==> src/rtl/sfr_pkg.sv <==
package sfr_pkg;
  localparam int OPC_W = 8;

  localparam logic [OPC_W-1:0] OPC_ARRAY_A = 8'h0B;
  localparam logic [OPC_W-1:0] OPC_ARRAY_B = 8'h1B;
  localparam logic [OPC_W-1:0] OPC_BUF_1   = 8'h54;
  localparam logic [OPC_W-1:0] OPC_BUF_2   = 8'h56;

  typedef enum logic [1:0] {
    SRC_ARRAY = 2'd0,
    SRC_BUF1  = 2'd1,
    SRC_BUF2  = 2'd2
  } src_e;

  typedef enum logic [2:0] {
    ST_IDLE,
    ST_OPC,
    ST_ADDR,
    ST_DATA,
    ST_IGNORE
  } phase_e;
endpackage

==> src/rtl/sfr_pin_sync.sv <==
module sfr_pin_sync #(
  parameter int STAGES = 2
) (
  input  logic clk,
  input  logic rst_n,
  input  logic cs_n,
  input  logic sclk,
  input  logic si,
  output logic cs_hi,
  output logic sclk_rise,
  output logic sclk_fall,
  output logic si_s
);
  localparam int NPINS = 3;
  localparam logic [NPINS-1:0] RST_VAL = 3'b100;

  logic [NPINS-1:0] pin_in;
  logic [NPINS-1:0] pin_s;
  logic             sclk_prev_q;

  assign pin_in = {cs_n, sclk, si};

  for (genvar g = 0; g < NPINS; g++) begin : g_pin
    logic [STAGES-1:0] chain_q;
    always_ff @(posedge clk or negedge rst_n) begin
      if (!rst_n) chain_q <= {STAGES{RST_VAL[g]}};
      else        chain_q <= {chain_q[STAGES-2:0], pin_in[g]};
    end
    assign pin_s[g] = chain_q[STAGES-1];
  end

  always_ff @(posedge clk or negedge rst_n) begin
    if (!rst_n) sclk_prev_q <= 1'b0;
    else        sclk_prev_q <= pin_s[1];
  end

  assign cs_hi     = pin_s[2];
  assign sclk_rise = pin_s[1] & ~sclk_prev_q;
  assign sclk_fall = ~pin_s[1] & sclk_prev_q;
  assign si_s      = pin_s[0];
endmodule

==> src/rtl/sfr_cmd_decode.sv <==
module sfr_cmd_decode
  import sfr_pkg::*;
#(
  parameter int ADDR_BITS = 24
) (
  input  logic                 clk,
  input  logic                 rst_n,
  input  logic                 cs_hi,
  input  logic                 sclk_rise,
  input  logic                 si_s,
  output phase_e               phase,
  output src_e                 src,
  output logic                 load,
  output logic [ADDR_BITS-1:0] load_addr
);
  localparam int CNT_W = $clog2(ADDR_BITS);

  phase_e               state_q, state_d;
  src_e                 src_q, src_d;
  logic [CNT_W-1:0]     cnt_q, cnt_d;
  logic [ADDR_BITS-1:0] sh_q, sh_d;
  logic [OPC_W-1:0]     opc_w;

  assign opc_w     = {sh_q[OPC_W-2:0], si_s};
  assign load_addr = {sh_q[ADDR_BITS-2:0], si_s};

  always_comb begin
    state_d = state_q;
    src_d   = src_q;
    cnt_d   = cnt_q;
    sh_d    = sh_q;
    load    = 1'b0;
    if (cs_hi) begin
      state_d = ST_IDLE;
      cnt_d   = '0;
      sh_d    = '0;
    end else if (sclk_rise) begin
      case (state_q)
        ST_IDLE, ST_OPC: begin
          state_d = ST_OPC;
          sh_d    = load_addr;
          cnt_d   = cnt_q + 1'b1;
          if (cnt_q == CNT_W'(OPC_W - 1)) begin
            cnt_d = '0;
            sh_d  = '0;
            case (opc_w)
              OPC_ARRAY_A, OPC_ARRAY_B: begin state_d = ST_ADDR; src_d = SRC_ARRAY; end
              OPC_BUF_1:                begin state_d = ST_ADDR; src_d = SRC_BUF1;  end
              OPC_BUF_2:                begin state_d = ST_ADDR; src_d = SRC_BUF2;  end
              default:                  state_d = ST_IGNORE;
            endcase
          end
        end
        ST_ADDR: begin
          sh_d  = load_addr;
          cnt_d = cnt_q + 1'b1;
          if (cnt_q == CNT_W'(ADDR_BITS - 1)) begin
            load    = 1'b1;
            state_d = ST_DATA;
            cnt_d   = '0;
          end
        end
        default: ;
      endcase
    end
  end

  always_ff @(posedge clk or negedge rst_n) begin
    if (!rst_n) begin
      state_q <= ST_IDLE;
      src_q   <= SRC_ARRAY;
      cnt_q   <= '0;
      sh_q    <= '0;
    end else begin
      state_q <= state_d;
      src_q   <= src_d;
      cnt_q   <= cnt_d;
      sh_q    <= sh_d;
    end
  end

  assign phase = state_q;
  assign src   = src_q;

  // a load only ever ends the address phase
  a_r2_load_from_addr: assert property (@(posedge clk) disable iff (!rst_n)
    load |-> (state_q == ST_ADDR));
  // an ignored command never reaches the address phase before select rises
  a_r11_ignore_sticky: assert property (@(posedge clk) disable iff (!rst_n)
    (state_q == ST_IGNORE && !cs_hi) |=> (state_q == ST_IGNORE));
endmodule

==> src/rtl/sfr_addr_ctr.sv <==
module sfr_addr_ctr
  import sfr_pkg::*;
#(
  parameter int PAGE_BITS = 12,
  parameter int BYTE_BITS = 10,
  parameter int PAGE_SIZE = 528
) (
  input  logic                 clk,
  input  logic                 rst_n,
  input  logic                 load,
  input  src_e                 load_src,
  input  logic [PAGE_BITS-1:0] load_page,
  input  logic [BYTE_BITS-1:0] load_byte,
  input  logic                 step,
  output logic [PAGE_BITS-1:0] page_q,
  output logic [BYTE_BITS-1:0] byte_q
);
  localparam logic [BYTE_BITS-1:0] LAST_BYTE = BYTE_BITS'(PAGE_SIZE - 1);

  logic [PAGE_BITS-1:0] page_d;
  logic [BYTE_BITS-1:0] byte_d;
  logic                 is_array_q;
  logic                 byte_wrap;

  if (PAGE_SIZE == (1 << BYTE_BITS)) begin : g_pow2
    assign byte_wrap = &byte_q;
  end else begin : g_odd
    assign byte_wrap = (byte_q >= LAST_BYTE);
  end

  always_comb begin
    page_d = page_q;
    byte_d = byte_q;
    if (load) begin
      page_d = (load_src == SRC_ARRAY) ? load_page : '0;
      byte_d = load_byte;
    end else if (step) begin
      if (byte_wrap) begin
        byte_d = '0;
        if (is_array_q) page_d = page_q + 1'b1;
      end else begin
        byte_d = byte_q + 1'b1;
      end
    end
  end

  always_ff @(posedge clk or negedge rst_n) begin
    if (!rst_n) begin
      page_q     <= '0;
      byte_q     <= '0;
      is_array_q <= 1'b1;
    end else begin
      page_q <= page_d;
      byte_q <= byte_d;
      if (load) is_array_q <= (load_src == SRC_ARRAY);
    end
  end

  // array wrap at the last byte carries into the page field
  a_r6_page_carry: assert property (@(posedge clk) disable iff (!rst_n)
    (step && !load && is_array_q && byte_q == LAST_BYTE)
      |=> (byte_q == '0 && page_q == PAGE_BITS'($past(page_q) + 1'b1)));
  // buffer reads never move the page field
  a_r8_buf_page_hold: assert property (@(posedge clk) disable iff (!rst_n)
    (step && !load && !is_array_q) |=> $stable(page_q));
endmodule

==> src/rtl/sfr_out_shift.sv <==
module sfr_out_shift #(
  parameter int DATA_W = 8
) (
  input  logic              clk,
  input  logic              rst_n,
  input  logic              cs_hi,
  input  logic              in_data,
  input  logic              sclk_rise,
  input  logic              sclk_fall,
  input  logic              rd_done,
  input  logic [DATA_W-1:0] rd_data,
  output logic              next_rd,
  output logic              so,
  output logic              so_oe
);
  localparam int FC_W = $clog2(DATA_W);

  logic [DATA_W-1:0] hold_q, hold_d;
  logic [DATA_W-1:0] sh_q, sh_d;
  logic [FC_W-1:0]   fcnt_q, fcnt_d;
  logic              oe_q, oe_d;

  assign next_rd = sclk_rise & in_data & oe_q & (fcnt_q == '0) & ~cs_hi;

  always_comb begin
    hold_d = rd_done ? rd_data : hold_q;
    sh_d   = sh_q;
    fcnt_d = fcnt_q;
    oe_d   = oe_q;
    if (cs_hi) begin
      fcnt_d = '0;
      oe_d   = 1'b0;
    end else if (sclk_fall && in_data) begin
      oe_d   = 1'b1;
      fcnt_d = fcnt_q + 1'b1;
      if (fcnt_q == '0) sh_d = hold_q;
      else              sh_d = {sh_q[DATA_W-2:0], 1'b0};
    end
  end

  always_ff @(posedge clk or negedge rst_n) begin
    if (!rst_n) begin
      hold_q <= '0;
      sh_q   <= '0;
      fcnt_q <= '0;
      oe_q   <= 1'b0;
    end else begin
      hold_q <= hold_d;
      sh_q   <= sh_d;
      fcnt_q <= fcnt_d;
      oe_q   <= oe_d;
    end
  end

  assign so    = sh_q[DATA_W-1];
  assign so_oe = oe_q;

  // a falling edge in the data phase turns the output on
  a_r4_fall_drives: assert property (@(posedge clk) disable iff (!rst_n)
    (sclk_fall && in_data && !cs_hi) |=> so_oe);
  // the output bit only moves on a falling edge
  a_r4_bit_on_fall: assert property (@(posedge clk) disable iff (!rst_n)
    (!sclk_fall && !cs_hi) |=> $stable(sh_q));
endmodule

==> src/rtl/sfr_read_frontend.sv <==
module sfr_read_frontend
  import sfr_pkg::*;
#(
  parameter int PAGE_BITS   = 12,
  parameter int BYTE_BITS   = 10,
  parameter int PAGE_SIZE   = 528,
  parameter int DATA_W      = 8,
  parameter int SYNC_STAGES = 2
) (
  input  logic                 clk,
  input  logic                 rst_n,
  input  logic                 cs_n,
  input  logic                 sclk,
  input  logic                 si,
  output logic                 so,
  output logic                 so_oe,
  output logic                 mem_rd_en,
  output logic [1:0]           mem_src,
  output logic [PAGE_BITS-1:0] mem_page,
  output logic [BYTE_BITS-1:0] mem_byte,
  input  logic [DATA_W-1:0]    mem_rdata
);
  localparam int ADDR_BITS = 24;
  localparam int USED_BITS = PAGE_BITS + BYTE_BITS;

  logic [1:0]           rst_sync_q;
  logic                 rst_int_n;
  logic                 cs_hi, sclk_rise, sclk_fall, si_s;
  phase_e               phase;
  src_e                 src;
  logic                 load;
  logic [ADDR_BITS-1:0] load_addr;
  logic                 first_rd_q;
  logic                 next_rd;
  logic                 rd_req;
  logic                 rd_done_q;
  logic                 unused_hi;

  always_ff @(posedge clk or negedge rst_n) begin
    if (!rst_n) rst_sync_q <= '0;
    else        rst_sync_q <= {rst_sync_q[0], 1'b1};
  end
  assign rst_int_n = rst_sync_q[1];

  sfr_pin_sync #(.STAGES(SYNC_STAGES)) u_sync (
    .clk(clk), .rst_n(rst_int_n), .cs_n(cs_n), .sclk(sclk), .si(si),
    .cs_hi(cs_hi), .sclk_rise(sclk_rise), .sclk_fall(sclk_fall), .si_s(si_s)
  );

  sfr_cmd_decode #(.ADDR_BITS(ADDR_BITS)) u_dec (
    .clk(clk), .rst_n(rst_int_n), .cs_hi(cs_hi), .sclk_rise(sclk_rise),
    .si_s(si_s), .phase(phase), .src(src), .load(load), .load_addr(load_addr)
  );

  assign unused_hi = ^load_addr[ADDR_BITS-1:USED_BITS];

  sfr_addr_ctr #(
    .PAGE_BITS(PAGE_BITS), .BYTE_BITS(BYTE_BITS), .PAGE_SIZE(PAGE_SIZE)
  ) u_ctr (
    .clk(clk), .rst_n(rst_int_n), .load(load), .load_src(src),
    .load_page(load_addr[USED_BITS-1:BYTE_BITS]),
    .load_byte(load_addr[BYTE_BITS-1:0]),
    .step(rd_req), .page_q(mem_page), .byte_q(mem_byte)
  );

  always_ff @(posedge clk or negedge rst_int_n) begin
    if (!rst_int_n) begin
      first_rd_q <= 1'b0;
      rd_done_q  <= 1'b0;
    end else begin
      first_rd_q <= load & ~cs_hi;
      rd_done_q  <= rd_req;
    end
  end

  assign rd_req    = (first_rd_q | next_rd) & ~cs_hi;
  assign mem_rd_en = rd_req;
  assign mem_src   = src;

  sfr_out_shift #(.DATA_W(DATA_W)) u_out (
    .clk(clk), .rst_n(rst_int_n), .cs_hi(cs_hi), .in_data(phase == ST_DATA),
    .sclk_rise(sclk_rise), .sclk_fall(sclk_fall), .rd_done(rd_done_q),
    .rd_data(mem_rdata), .next_rd(next_rd), .so(so), .so_oe(so_oe)
  );

  // a high select seen by the logic clears the drive enable
  a_r10_abort_hiz: assert property (@(posedge clk) disable iff (!rst_int_n)
    cs_hi |=> !so_oe);
  // no drive during command code or address
  a_r2_quiet_cmd: assert property (@(posedge clk) disable iff (!rst_int_n)
    (phase == ST_OPC || phase == ST_ADDR) |-> !so_oe);
  // an ignored command produces neither output nor reads
  a_r11_ignore_quiet: assert property (@(posedge clk) disable iff (!rst_int_n)
    (phase == ST_IGNORE) |-> (!so_oe && !mem_rd_en));
  // read strobes are single-cycle pulses
  a_r12_rd_pulse: assert property (@(posedge clk) disable iff (!rst_int_n)
    mem_rd_en |=> !mem_rd_en);
  // reads happen only in the data phase
  a_r12_rd_in_data: assert property (@(posedge clk) disable iff (!rst_int_n)
    mem_rd_en |-> (phase == ST_DATA));
endmodule

==> config.mk <==
export PLATFORM = sky130hd
export DESIGN_NAME = sfr_read_frontend
export DESIGN_NICKNAME = d
export VERILOG_FILES = /design/src/rtl/sfr_pkg.sv /design/src/rtl/sfr_pin_sync.sv /design/src/rtl/sfr_cmd_decode.sv /design/src/rtl/sfr_addr_ctr.sv /design/src/rtl/sfr_out_shift.sv /design/src/rtl/sfr_read_frontend.sv
export SDC_FILE = /design/constraint.sdc
export NUM_CORES = 1
export LEC_CHECK = 0
export ABC_AREA = 0
export BUFFER_PORTS_ARGS = -buffer_cell sky130_fd_sc_hd__buf_2
export CORE_ASPECT_RATIO = 1.25
export CORE_MARGIN = 2
export CORE_UTILIZATION = 33
export DETAILED_ROUTE_END_ITERATION = 8
export HOLD_SLACK_MARGIN = 0.06
export PLACE_DENSITY_LB_ADDON = 0.25
export SLEW_MARGIN = 20
export SYNTH_ARGS = -nofsm -noshare
export SYNTH_HDL_FRONTEND = slang
export SYNTH_SLANG_ARGS = --single-unit
==> constraint.sdc <==
create_clock -name clk -period 5.27 [get_ports clk]
set_input_delay 0.527 -clock clk [delete_from_list [all_inputs] [get_ports clk]]
set_output_delay 0.527 -clock clk [all_outputs]
set_load 0.1 [all_outputs]
==> results of run 1 <==
-- timing repair --
action / 4_1_cts / 5_1_grt
endpoints found under the setup margin: 0 / 0
hold endpoints to repair: 2 / 0
hold buffers: 1 / 0
-- through the flow --
| step | hold WS (ns) | power [W] |
|---|---|---|
| 2_1_floorplan | 0.231 | 0.000694 |
| 3_3_place_gp | 0.143 | 0.000706 |
| 3_5_place_dp | 0.146 | 0.000708 |
| 4_1_cts | 0.149 | 0.00142 |
| 5_1_grt | 0.161 | 0.00145 |
| 6_report | 0.142 | 0.00140 |
-- metal layers --
metal	global-route usage (%)	wire length [um]	up-vias
met1	19.1	4020	1424
met5	0	0	-
li1	-	-	1439
met3	3.58	402	17
met4	5.57	194	0
met2	20.9	4020	70
-- power by group through the flow --
stage	clock [W]	combinational, W	sequential (W)
final	0.000703	0.0000282	0.000666
after global routing	0.000748	0.0000327	0.000667
after global placement	0	0.0000283	0.000678
after CTS	0.000722	0.0000298	0.000666
after detailed placement	0	0.0000292	0.000678
after floorplan	0	0.0000109	0.000683
-- logic make-up (layout without fill, tap and decap cells) --
group,Yosys count,count (layout)
muxes,16,16
AOI/OAI and AO/OA,103,103
DFF,85,85
xor gates and xnor gates,3,3
other,1,1
adders and majority gates,5,5
buffers and inverters,30,70
and+or+nand+nor,125,125
-- sequential cells by signal, indices dropped and copies added, names as in the netlist --
signal,count
u_out.fcnt_q,3
u_sync.sclk_prev_q,1
first_rd_q,1
u_dec.phase,3
u_ctr.page_q,12
u_sync.g_pin.chain_q,6
u_ctr.is_array_q,1
rst_sync_q,2
u_out.so_oe,1
u_dec.cnt_q,5
rd_done_q,1
u_out.hold_q,8
u_dec.src,2
u_out.sh_q,8
u_ctr.byte_q,10
u_dec.sh_q,21
-- cell usage in the layout (no fill, tap or decap), types with 4 or more instances in the layout --
cell type,netlist,layout
dfrtp_1,82,81
mux2_2,8,8
nand2_1,27,27
nand3_1,20,20
nor3_1,11,11
a21oi_1,27,27
nor2_1,26,25
o2bb2ai_1,11,11
a22o_1,22,22
a31oi_1,4,4
o311ai_1,4,4
buf_2,9,39
o21ai_0,13,13
inv_1,11,11
mux2i_1,7,7
and3_1,9,9
ha_1,5,5
nor4_1,5,5
clkbuf_16,0,9
-- critical path, stage by stage (launching register included) --
cell,delay (ns)
dfrtp_1,0.38
inv_1,0.06
ha_1,0.18
nor2b_1,0.12
buf_4,0.18
a41oi_2,0.51
inv_1,0.23
buf_2,0.35
-- worst paths after layout --
path	start	to	slack [ns]	cells past startpoint
setup / recovery	u_out.fcnt_q[0]	mem_rd_en	2.37	7
min in group clk	cs_n	u_sync.g_pin[2].chain_q[0]	0.29	1
max in group asynchronous	rst_sync_q[1]	rd_done_q	3.99	1
hold reg to reg	rst_sync_q[1]	u_out.hold_q[4]	0.14	0
setup reg to reg	u_out.fcnt_q[0]	u_ctr.page_q[0]	2.38	8
hold / removal	rst_sync_q[1]	u_out.hold_q[4]	0.14	0
-- layout make-up --
| class | instances | share of cell area [%] |
|---|---|---|
| flip-flops and latches | 85 | 46.1 |
| clock buffers | 11 | 5.46 |
| inverters | 11 | 0.893 |
| clock inverters | 5 | 1.79 |
| well taps | 161 | 4.35 |
| repair buffers | 43 | 4.92 |
| multi-input cells | 253 | 36.4 |
==> qor.yml, run 1 <==
fin_area_sq_um: 4630
ant_nets: 0
cts_tree: "done"
antenna_found_initial: 0
h-tree-depth: 3
clock_sinks: 85
die_area_sq_um: 12900
core-area_sq_um: 11700
die_h_um: 126
route.detailed.drc: 0
crit_path_start_kind: "flip-flop"
layout_min_cycle_time_ns: 2.90
syn-cell-area_sq_um: 3960
fin_skew_ns: 0.00632
ys_dominant_reg_cell: "dfrtp_1"
tns_ns: 0
clock_latency_ns: 0.34
synthSimpleGateAreaFrac_pct: 16.8
fill_cells: 1167
placedCellCount: 552
post_cts_buffers: 0
synthMuxAreaShare_pct: 4.33
synth_compound_area_share_pct: 18.9
fin_crit_sh_pct: 55.0
synth.most_common_cell: "dfrtp_1"
tightestPinTransition_ns: 1.02
crit_required_ns: 4.74
multi_input_area_sq_um: 1690
drt_first_iter_violations: 164
power_density_nw_per_um2: 302
pre_cts_slack_ns: 2.40
end_kind: "output port"
grt_max_degree: 75
synth-edff-count: 0
status: "finished, final reports clean"
totalWireLength_um: 8630
grt_util_all_layers_pct: 13.9
p_int_w: 0.00111
grt-ovfl-total: 0
ir_worst_vdd_mv: 0.140
cts_buffers: 9
crit_arrival_ns: 2.37
stdcell_count: 569
via_per_inst: 5.18
ys_top_cells_by_area: "dfrtp_1, a22o_1, a21oi_1"
cap_violations: 0
p_leak_nw: 2.16
synth_common_cells: "dfrtp_1, a21oi_1, nand2_1"
yosysTopAreaCell: "dfrtp_1"
syn_area_per_cell_sq_um: 10.8
gp_congestion: 0.810
dr.pass1.iters: 5
vias: 2950
cts_buffer_depth: 2
synth-xor-area-share_pct: 0.664
grt_pass1_wl_um: 14100
placement_rows: 44
cts_resized: 0
hold_viol_final: 0
seqCellArea_sq_um: 2130
dp_hpwl_um: 5780
numPortBuffers: 39
drive_gt1_share_pct: 20.8
grt_pass1_vias: 2797
area_growth_syn_to_layout_pct: 16.9
synth_top_family_by_area: "compound AO/OA/AOI/OAI gates"
hp-class: "flip-flop to asynchronous set/reset pin"
die_x_um: 102
ios: 40
wire_per_inst_um: 15.2
maxSlewHeadroom_pct: 32.0
slew_violations: 0
ys_seq_area_share_pct: 53.8
initial_core_util_pct: 33.9
setup_ws_ns: 2.37
syn-num-nets: 386
synth-async-reset-ratio_pct: 100
max_freq_mhz: 345
switching_share_pct: 20.7
cts-root-buf: "clkbuf_16"
rsz0062_at_grt: "false"
cp_max_fo: 11
yosysTopAreaCellShare_pct: 51.8
synth_seq_cells: 85
yosysUniqueCellTypes: 59
placedInstanceArea_sq_um: 4280
combPwrFrac_pct: 2.0
clk_pin_slew_ns: 0.06
synth-adder-area-share_pct: 1.58
antenna_cells: 0
fin_util_pct: 39.6
synth_warnings: 0
setup_violations: 0
layout.nets: 421
criticalPathCategory: "flip-flop to output port"
p_clk_share_pct: 50.3
switching_power_w: 0.000289
syn_inst: 368
seqPwrFrac_pct: 47.7
(Power assumes the default switching activity.)
==> run 2, diff against run 1 <==
==> constraint.sdc (replaced) <==
create_clock -name clk -period 2.8 [get_ports clk]
set_input_delay 0.28 -clock clk [delete_from_list [all_inputs] [get_ports clk]]
set_output_delay 0.28 -clock clk [all_outputs]
set_load 0.1 [all_outputs]
==> run 2 against run 1 <==
Net effect:
- register-to-register slack lost 1.8 ns
- first-iteration DRC count up 25%
- design area increased by 2.7%
- critical endpoint unchanged
- clock power grew 96%
- cell count up 1.9%
- sequential share of layout area decreased by 1.2 points
- combinational power is 73% higher
- worst hold slack improved by 0.035 ns
- via count grew 2.5%
- non-clock buffer count rose by 11
- flip-flop and latch count unchanged
==> qor.yml, run 2 (synthesis results as in run 1) <==
numPortBuffers: 39
dp_hpwl_um: 6040
area_growth_syn_to_layout_pct: 20.0
p_leak_nw: 2.23
rrSetupSlack_ns: 0.53
stdcell_count: 580
antenna_found_initial: 0
crit_required_ns: 2.52
status: "finished, final reports clean"
cts_tree: "done"
h-tree-depth: 3
ir_worst_vdd_mv: 0.276
wire_per_inst_um: 15.3
crit_path_start_kind: "flip-flop"
reg2reg_depth: 6
cp_cell_sequence: "nor3b_1, a41oi_2, inv_1, buf_12"
grt-ovfl-total: 0
top_regs: "u_dec.sh_q (21), u_ctr.page_q (12), u_ctr.byte_q (10)"
drt_first_iter_violations: 205
setup_violations: 0
drive_gt1_share_pct: 21.7
core-area_sq_um: 11700
max_stage_delay_ns: 0.69
clk_pin_slew_ns: 0.06
hp-class: "input pin to flip-flop"
largest_register: "u_dec.sh_q"
die_h_um: 126
reg2reg_from: "u_ctr.byte_q[0]"
cts-root-buf: "clkbuf_16"
route.detailed.drc: 0
placedCellCount: 560
path_buf_inv: 2
die_x_um: 102
cts_buffers: 9
clock_latency_ns: 0.34
power_density_nw_per_um2: 567
max_freq_mhz: 413
gp_congestion: 0.820
ios: 40
largest_reg_flops: 21
slew_violations: 0
antenna_cells: 0
clock_sinks: 85
fin_crit_sh_pct: 86.5
slowest_stage: "dfstp_2"
post_cts_buffers: 0
end_kind: "output port"
worstSetupStartpoint: "u_sync.g_pin[2].chain_q[1]"
layout_min_cycle_time_ns: 2.42
cp_max_fo: 15
grt_pass1_wl_um: 15100
vias: 3025
totalWireLength_um: 8870
placement_rows: 44
cap_violations: 0
maxSlewHeadroom_pct: 54.4
hold_viol_final: 0
grt_pass1_vias: 2972
tightestPinTransition_ns: 0.684
final_cell_mix: "dfrtp_1, buf_2, nand2_1, a21oi_1, nor2_1"
reg2reg_to: "u_ctr.page_q[0]"
tns_ns: 0
layout.nets: 432
cpLargestDelayFamily: "flip-flops"
grt_util_all_layers_pct: 14.9
criticalPathCategory: "flip-flop to output port"
die_area_sq_um: 12900
via_per_inst: 5.22
crit_end: "mem_rd_en"
cts_buffer_depth: 2
final_common_cell: "dfrtp_1"
grt_max_degree: 52
dr.pass1.iters: 5
ant_nets: 0
initial_core_util_pct: 33.9
crit_cells: 4
rsz0062_at_grt: "false"
crit_arrival_ns: 2.14
fin_skew_ns: 0.00974
==> run 2: metal layers <==
layer	vias to the layer above	track usage [%]	wire (um)
met4	0	6.20	214
li1	1452	-	-
met3	15	3.58	281
met5	-	0	0
met2	57	22.3	4130
met1	1501	20.7	4250
==> run 2: worst min path at each step <==
stage	endpoint	depth (start not counted)	from	slack, ns
6_report	u_out.hold_q[4]	2	mem_rdata[4]	0.18
5_1_grt	u_out.hold_q[4]	2	mem_rdata[4]	0.16
4_1_cts	u_out.hold_q[2]	2	mem_rdata[2]	0.16
3_3_place_gp	rst_sync_q[0]	1	rst_n	0.06
2_1_floorplan	rst_sync_q[0]	0	rst_n	-0.02
3_5_place_dp	rst_sync_q[0]	1	rst_n	0.07
==> run 2: metrics by stage <==
| step | worst slack, ns | cell area, sq um | power, W | util [%] | hold WS (ns) |
|---|---|---|---|---|---|
| 2_1_floorplan | 0.195 | 3960 | 0.00131 | - | -0.0156 |
| 3_3_place_gp | 0.578 | 4360 | 0.00133 | 37.3 | 0.0648 |
| 3_5_place_dp | 0.528 | 4360 | 0.00133 | 37.3 | 0.0671 |
| 4_1_cts | 0.340 | 4750 | 0.00274 | 40.7 | 0.162 |
| 5_1_grt | 0.250 | 4750 | 0.00280 | 40.7 | 0.163 |
| 6_report | 0.379 | 4750 | 0.00269 | 40.7 | 0.177 |
==> run 2: report_power, final <==
part | internal (W) | total, W | switching [W]
sequential | 0.00124 | 0.00126 | 0.0000246
combinational | 0.0000201 | 0.0000489 | 0.0000287
clock | 0.000899 | 0.00138 | 0.000482
==> run 2: layout make-up <==
| type | instances | area (sq um) |
|---|---|---|
| Clock buffer | 11 | 243 |
| Clock inverter | 5 | 108 |
| Fill cell | 1178 | 6920 |
| Inverter | 11 | 41.3 |
| Multi-Input combinational cell | 253 | 1680 |
| Sequential cell | 85 | 2130 |
| Tap cell | 161 | 201 |
| Timing Repair Buffer | 54 | 345 |
==> run 2: timing repair <==
action	4_1_cts	5_1_grt
gates resized for setup	0	0
hold endpoints to repair	5	0
hold buffers	4	0
